--- config.mk ---
export PLATFORM = sky130hd
export DESIGN_NAME = addr_trap_decoder
export DESIGN_NICKNAME = d
export VERILOG_FILES = /design/src/rtl/addr_trap_pkg.sv /design/src/rtl/at_region_decode.sv /design/src/rtl/at_reg_window.sv /design/src/rtl/at_trap_capture.sv /design/src/rtl/addr_trap_decoder.sv
export SDC_FILE = /design/constraint.sdc
export NUM_CORES = 2
export LEC_CHECK = 0
export ABC_AREA = 1
export BUFFER_PORTS_ARGS = -buffer_cell sky130_fd_sc_hd__buf_2
export CORE_MARGIN = 3
export CORE_UTILIZATION = 40
export CTS_BUF_LIST = sky130_fd_sc_hd__clkbuf_8 sky130_fd_sc_hd__clkbuf_16
export CTS_CLUSTER_SIZE = 25
export DETAILED_ROUTE_END_ITERATION = 8
export GPL_ROUTABILITY_DRIVEN = 0
export SYNTH_ARGS = -nofsm -noshare
export SYNTH_HDL_FRONTEND = slang
export SYNTH_HIERARCHICAL = 1
export SYNTH_SLANG_ARGS = --single-unit
--- constraint.sdc ---
create_clock -name clk -period 8.7 [get_ports clk]
set_clock_uncertainty 0.15 [all_clocks]
set_input_delay 0.87 -clock clk [delete_from_list [all_inputs] [get_ports clk]]
set_output_delay 0.87 -clock clk [all_outputs]
set_load 0.005 [all_outputs]
--- src/rtl/addr_trap_pkg.sv ---
package addr_trap_pkg;

   typedef enum logic [1:0] {
      RGN_NONE = 2'd0,
      RGN_ROM  = 2'd1,
      RGN_RAM  = 2'd2,
      RGN_WIN  = 2'd3
   } region_e;

   // limit = base_min << field, saturated at max_b
   function automatic longint unsigned scaled_limit(
      input longint unsigned min_b,
      input longint unsigned max_b,
      input int unsigned     field
   );
      longint unsigned s;
      s = min_b << field;
      return (s > max_b) ? max_b : s;
   endfunction

   function automatic bit is_pow2(input longint unsigned v);
      return (v != 0) && ((v & (v - 1)) == 0);
   endfunction

endpackage

--- src/rtl/at_region_decode.sv ---
module at_region_decode
   import addr_trap_pkg::*;
#(
   parameter int              ADDR_W   = 32,
   parameter int              SZ_W     = 3,
   parameter longint unsigned ROM_BASE = 64'h0,
   parameter longint unsigned ROM_MIN  = 64'h1000,
   parameter longint unsigned ROM_MAX  = 64'h8_0000,
   parameter longint unsigned RAM_BASE = 64'h0200_0000,
   parameter longint unsigned RAM_MIN  = 64'h4_0000,
   parameter longint unsigned RAM_MAX  = 64'h40_0000,
   parameter longint unsigned WIN_BASE = 64'h01F8_0000,
   parameter longint unsigned WIN_SIZE = 64'h100
) (
   input  logic              valid,
   input  logic [ADDR_W-1:0] addr,
   input  logic [SZ_W-1:0]   rom_field,
   input  logic [SZ_W-1:0]   ram_field,
   output region_e           region
);
   localparam int PAD_W = 64 - ADDR_W;

   longint unsigned addr_l;
   longint unsigned rom_lim;
   longint unsigned ram_lim;
   logic            hit_rom;
   logic            hit_ram;
   logic            hit_win;

   always_comb begin
      addr_l  = {{PAD_W{1'b0}}, addr};
      rom_lim = scaled_limit(ROM_MIN, ROM_MAX, int'(rom_field));
      ram_lim = scaled_limit(RAM_MIN, RAM_MAX, int'(ram_field));
      hit_rom = (addr_l >= ROM_BASE) && (addr_l < ROM_BASE + rom_lim);
      hit_ram = (addr_l >= RAM_BASE) && (addr_l < RAM_BASE + ram_lim);
      hit_win = (addr_l >= WIN_BASE) && (addr_l < WIN_BASE + WIN_SIZE);
      region  = RGN_NONE;
      if (valid) begin
         if (hit_win)      region = RGN_WIN;
         else if (hit_rom) region = RGN_ROM;
         else if (hit_ram) region = RGN_RAM;
      end
   end

endmodule

--- src/rtl/at_reg_window.sv ---
module at_reg_window #(
   parameter int          DATA_W    = 32,
   parameter int          WORDS     = 64,
   parameter int          CTRL_IDX  = 0,
   parameter logic [31:0] CTRL_MASK = 32'h0000_000B,
   parameter int          CFG_IDX   = 4,
   parameter int          SZ_W      = 3,
   parameter int          ROM_LSB   = 0,
   parameter int          RAM_LSB   = 8,
   localparam int         IDX_W     = $clog2(WORDS)
) (
   input  logic              clk,
   input  logic              rst_n,
   input  logic              wr_en,
   input  logic [IDX_W-1:0]  idx,
   input  logic [DATA_W-1:0] wdata,
   output logic [DATA_W-1:0] rdata,
   output logic              ctl_pdown,
   output logic              ctl_sreset,
   output logic              ctl_prot,
   output logic [SZ_W-1:0]   rom_field,
   output logic [SZ_W-1:0]   ram_field
);
   localparam logic [DATA_W-1:0] KEEP_CTRL = DATA_W'(CTRL_MASK);

   logic [DATA_W-1:0] word_q [WORDS];

   for (genvar g = 0; g < WORDS; g++) begin : g_word
      if (g == CTRL_IDX) begin : g_ctrl
         always_ff @(posedge clk or negedge rst_n) begin
            if (!rst_n)                            word_q[g] <= '0;
            else if (wr_en && idx == IDX_W'(g))    word_q[g] <= wdata & KEEP_CTRL;
         end
      end else begin : g_plain
         always_ff @(posedge clk or negedge rst_n) begin
            if (!rst_n)                            word_q[g] <= '0;
            else if (wr_en && idx == IDX_W'(g))    word_q[g] <= wdata;
         end
      end
   end

   logic [DATA_W-1:0] ctrl_w;
   logic [DATA_W-1:0] cfg_w;

   always_comb begin
      rdata      = word_q[idx];
      ctrl_w     = word_q[CTRL_IDX];
      cfg_w      = word_q[CFG_IDX];
      ctl_pdown  = ctrl_w[0];
      ctl_sreset = ctrl_w[1];
      ctl_prot   = ctrl_w[3];
      rom_field  = cfg_w[ROM_LSB +: SZ_W];
      ram_field  = cfg_w[RAM_LSB +: SZ_W];
   end

endmodule

--- src/rtl/at_trap_capture.sv ---
module at_trap_capture #(
   parameter int ADDR_W = 32
) (
   input  logic              clk,
   input  logic              rst_n,
   input  logic              miss,
   input  logic [ADDR_W-1:0] addr,
   output logic              trap_pulse,
   output logic [ADDR_W-1:0] trap_addr
);
   always_ff @(posedge clk or negedge rst_n) begin
      if (!rst_n) begin
         trap_pulse <= 1'b0;
         trap_addr  <= '0;
      end else begin
         trap_pulse <= miss;
         if (miss) trap_addr <= addr;
      end
   end
endmodule

--- src/rtl/addr_trap_decoder.sv ---
module addr_trap_decoder
   import addr_trap_pkg::*;
#(
   parameter int              ADDR_W   = 32,
   parameter int              DATA_W   = 32,
   parameter int              SZ_W     = 3,
   parameter longint unsigned ROM_BASE = 64'h0,
   parameter longint unsigned ROM_MIN  = 64'h1000,
   parameter longint unsigned ROM_MAX  = 64'h8_0000,
   parameter longint unsigned RAM_BASE = 64'h0200_0000,
   parameter longint unsigned RAM_MIN  = 64'h4_0000,
   parameter longint unsigned RAM_MAX  = 64'h40_0000,
   parameter longint unsigned WIN_BASE = 64'h01F8_0000,
   parameter longint unsigned WIN_SIZE = 64'h100,
   parameter int              CTRL_OFF = 'h00,
   parameter int              CFG_OFF  = 'h10,
   parameter int              ROM_LSB  = 0,
   parameter int              RAM_LSB  = 8
) (
   input  logic              clk,
   input  logic              rst_n,
   input  logic              req_valid,
   input  logic              req_write,
   input  logic [ADDR_W-1:0] req_addr,
   input  logic [DATA_W-1:0] req_wdata,
   output logic              sel_rom,
   output logic              sel_ram,
   output logic              sel_regs,
   output logic              rsp_valid,
   output logic [DATA_W-1:0] rsp_rdata,
   output logic              trap_pulse,
   output logic [ADDR_W-1:0] trap_addr,
   output logic              prot_en,
   output logic              pdown_en,
   output logic              sreset_en
);
   localparam int BYTES_W  = DATA_W / 8;
   localparam int BOFF_W   = $clog2(BYTES_W);
   localparam int WORDS    = int'(WIN_SIZE) / BYTES_W;
   localparam int IDX_W    = $clog2(WORDS);
   localparam int CTRL_IDX = CTRL_OFF / BYTES_W;
   localparam int CFG_IDX  = CFG_OFF / BYTES_W;

   // elaboration-time parameter checks
   if (ADDR_W < 8 || ADDR_W > 63) begin : g_bad_aw
      $fatal(1, "ADDR_W out of range");
   end
   if (DATA_W % 8 != 0 || !is_pow2(longint'(BYTES_W)) || DATA_W < 16) begin : g_bad_dw
      $fatal(1, "DATA_W must be a power-of-two byte count of at least 16 bits");
   end
   if (!is_pow2(WIN_SIZE) || WORDS > 1024 || WORDS < 2) begin : g_bad_win
      $fatal(1, "WIN_SIZE must be a power of two giving 2..1024 words");
   end
   if (!is_pow2(ROM_MIN) || !is_pow2(RAM_MIN) || ROM_MAX < ROM_MIN || RAM_MAX < RAM_MIN) begin : g_bad_sz
      $fatal(1, "region sizes inconsistent");
   end
   if (CTRL_IDX >= WORDS || CFG_IDX >= WORDS || CTRL_IDX == CFG_IDX) begin : g_bad_off
      $fatal(1, "control and configuration offsets must be distinct and inside the window");
   end
   if (ROM_LSB + SZ_W > DATA_W || RAM_LSB + SZ_W > DATA_W) begin : g_bad_fld
      $fatal(1, "size fields exceed the data width");
   end

   region_e          region;
   logic [SZ_W-1:0]  rom_field;
   logic [SZ_W-1:0]  ram_field;
   logic [DATA_W-1:0] win_rdata;
   logic             miss;
   logic             win_wr;

   at_region_decode #(
      .ADDR_W(ADDR_W), .SZ_W(SZ_W),
      .ROM_BASE(ROM_BASE), .ROM_MIN(ROM_MIN), .ROM_MAX(ROM_MAX),
      .RAM_BASE(RAM_BASE), .RAM_MIN(RAM_MIN), .RAM_MAX(RAM_MAX),
      .WIN_BASE(WIN_BASE), .WIN_SIZE(WIN_SIZE)
   ) dec_i (
      .valid     (req_valid),
      .addr      (req_addr),
      .rom_field (rom_field),
      .ram_field (ram_field),
      .region    (region)
   );

   always_comb begin
      sel_rom  = (region == RGN_ROM);
      sel_ram  = (region == RGN_RAM);
      sel_regs = (region == RGN_WIN);
      miss     = req_valid && (region == RGN_NONE);
      win_wr   = sel_regs && req_write;
   end

   at_reg_window #(
      .DATA_W(DATA_W), .WORDS(WORDS),
      .CTRL_IDX(CTRL_IDX), .CTRL_MASK(32'h0000_000B), .CFG_IDX(CFG_IDX),
      .SZ_W(SZ_W), .ROM_LSB(ROM_LSB), .RAM_LSB(RAM_LSB)
   ) win_i (
      .clk        (clk),
      .rst_n      (rst_n),
      .wr_en      (win_wr),
      .idx        (req_addr[BOFF_W +: IDX_W]),
      .wdata      (req_wdata),
      .rdata      (win_rdata),
      .ctl_pdown  (pdown_en),
      .ctl_sreset (sreset_en),
      .ctl_prot   (prot_en),
      .rom_field  (rom_field),
      .ram_field  (ram_field)
   );

   at_trap_capture #(.ADDR_W(ADDR_W)) trap_i (
      .clk        (clk),
      .rst_n      (rst_n),
      .miss       (miss),
      .addr       (req_addr),
      .trap_pulse (trap_pulse),
      .trap_addr  (trap_addr)
   );

   always_ff @(posedge clk or negedge rst_n) begin
      if (!rst_n) begin
         rsp_valid <= 1'b0;
         rsp_rdata <= '0;
      end else begin
         rsp_valid <= req_valid && !miss;
         rsp_rdata <= (sel_regs && !req_write) ? win_rdata : '0;
      end
   end

endmodule

==> impl_metrics.toml <==
[placement]
dp_slack_ns = 3.79
place.detailed.hpwl_mm = 175
dpl.cell_count = 15600
post_dp_cell_area_sq_um = 99400
port_buffers = 139

[hold_path]
holdCritPathClass = "in -> reg"
hold_end = "trap_i/trap_addr[0]"
hp-start = "req_addr[0]"
whs_path_depth = 3

[global_route]
globalRouteTotalUtil = 0.247
grt_antenna_before_repair = 10
grt_pass1_wl_mm = 479
grt_max_degree = 180
overflow = 0
first_global_vias = 75700

[critical_path]
end_kind = "flop"
critical_path_arrival_ns = 5.39
cp-startpoint = "win_i/cfg_w[1]"
crit_type = "reg -> reg"
r2r_slack_ns = 3.94
r2r_cells = 16
rr_endpoint = "win_i/word_q[68]"
crit_required_ns = 9.33
worstPathMaxFanout = 64
reg2reg_from = "win_i/cfg_w[1]"
start_kind = "flop"

[timing]
report.final.hold_viol_count = 0
tns_ns = 0
rsz0062_at_grt = "false"
setup_viol = 0
relSlewSlack = 0.186
worst_slew_pin_slew_ns = 1.21
setup_ws_ns = 3.94
fin_crit_sh = 0.547
drv_slew = 0
fmax_ghz = 0.210
min_period_ns = 4.76

[finish]
layout_commonest_cell = "nand2_1"
area_growth_pct = 10.2
layout.nets = 12700
drive_gt1_frac = 0.0656
layout.cells.non_filler = 16000
most-common-layout-cells = "7078 x nand2_1, 2085 x dfrtp_1, 1154 x o21ai_0"
nFillCells = 24600
stdcell_area_sq_um = 107000

[cts]
post_cts_resized = 0
clk_pin_slew_ns = 0.06
root_buffer = "clkbuf_16"
cts.path.max_buffers = 3
cts_tree = "done"
ctsHoldBuffers = 1
cts_setup_buffers = 0
cts_sinks = 2085
clock_latency_ns = 0.87
cts_buffers = 225
cts_max_level = 4

[pwr]
p_leak_nw = 54.5
totalPowerFinal_mw = 20.5
power_density_nw_per_um2 = 192
vdd.ir_drop.worst_mv = 0.173

[floorplan]
boundaryPins = 140
die_y_microns = 499
core_sq_um = 241000
die_x_microns = 499
start_util = 0.403
rows = 180
die-area_sq_um = 249000

[synth]
ys_warn_count = 6
syn-instance-count = 13100
ys_seq_area_frac = 0.537
yosysTopAreaCell = "dfrtp_1"
synth_area_sq_um = 97100
synth_area_per_cell_sq_um = 7.43
synth_cell_type_count = 35
ys_ff_latch = 2085
netlist.area_leader.share = 0.537
ys_top_cells_by_area = "dfrtp_1 54%, nand2_1 27%, o21ai_0 5.9%, o21ai_1 4.6%, clkbuf_1 2.7%"

[routing]
post_drt_wl_per_cell_microns = 19.5
ant_nets = 0
route.detailed.drc = 0
routed_wirelength_mm = 312
drt_iter0_markers = 9026
first_pass_iters = 6
vias = 82200
viasPerCell = 5.14

[run_status]
outcome = "finished clean"

[job]
drv_cap = 0
==> registers in the layout, summed over array words and instances, names as in the netlist <==
| signal | count |
|---|---|
| rsp_valid | 1 |
| rsp_rdata | 32 |
| trap_i/trap_pulse | 1 |
| trap_i/trap_addr | 32 |
| win_i/word_q | 1984 |
| win_i/ctrl_w | 3 |
| win_i/cfg_w | 32 |
==> critical path, cell delays in order, from the launching register on <==
cell and delay, ns:
dfrtp_1 0.49, inv_1 0.16, nand3_1 0.11, ha_1 0.31, nand2_1 0.07, inv_1 0.04, o21bai_1 0.11, nand3b_1 0.08
nor2_1 0.10, nand2_1 0.07, a21oi_2 0.29, nand2_1 0.12, nor2_1 0.53, inv_2 0.34, nor2_4 0.62, nand2_4 0.59
o21ai_0 0.42
==> power by group <==
group / total, mW / internal [mW] / switching, mW
Sequential: 9.72 / 9.71 / 0.00750
Clock: 9.82 / 5.68 / 4.14
Combinational: 1.00 / 0.111 / 0.892
==> how the worst max path moves through the flow <==
stage	to	cells past startpoint
2_1_floorplan	win_i/word_q[1795]	17
3_3_place_gp	win_i/word_q[17]	15
3_5_place_dp	win_i/word_q[13]	14
4_1_cts	win_i/word_q[68]	16
5_1_grt	win_i/word_q[1839]	17
6_report	win_i/word_q[68]	16
==> logic make-up after synthesis <==
kind of cell / synth area share
and+or+nand+nor: 0.304
AOI/OAI and AO/OA: 0.108
DFF: 0.537
buffers and inverters: 0.0490
adders and majority gates: 0.00219
other: 0.0000773
==> area by class of cell <==
cell class              instances  area, sq um  area share
flip-flops and latches       2085        52200       0.487
multi-input cells            9827        40300       0.377
clock buffers                 276         6380      0.0596
well taps                    3185         3990      0.0372
repair buffers                291         2170      0.0203
clock inverters               142         1260      0.0118
inverters                     178          706     0.00659
diodes                          8         20.0    0.000187
==> synthesized netlist by cell type <==
cell / n
nor3_2: 1
nor3_4: 3
nand3_2: 1
buf_2: 178
nand2_1: 7111
nand3_4: 1
nand4_2: 1
nor2_2: 41
clkbuf_8: 3
buf_1: 90
inv_1: 161
nand3_1: 107
inv_2: 14
buf_6: 10
inv_8: 1
nor2_4: 14
o21bai_1: 2
nand2_4: 2
dfrtp_1: 2085
buf_4: 11
clkbuf_1: 693
o21ai_1: 896
a21oi_1: 40
a21oi_2: 2
nand3b_1: 1
o21ai_0: 1154
nand2_2: 40
ha_1: 17
clkinv_1: 1
buf_12: 1
nor3_1: 4
nor2_1: 384
conb_1: 2
inv_4: 1
nand4_1: 1
==> routing by layer <==
| metal | up-vias | part of all wire | GRT usage |
|---|---|---|---|
| li1 | 39900 | - | - |
| met1 | 39400 | 0.46 | 0.363 |
| met2 | 2516 | 0.44 | 0.372 |
| met3 | 411 | 0.066 | 0.0368 |
| met4 | 2 | 0.033 | 0.0811 |
| met5 | - | 0.000045 | 0 |
==> through the flow <==
step | utilization | hold slack, ns
after floorplan | - | 0.303
after global placement | 0.412 | 0.301
after detailed placement | 0.412 | 0.304
after CTS | 0.444 | 0.000336
after global routing | 0.444 | 0.0148
final | 0.444 | 0.0515
Power figures use the tool's default switching activity.
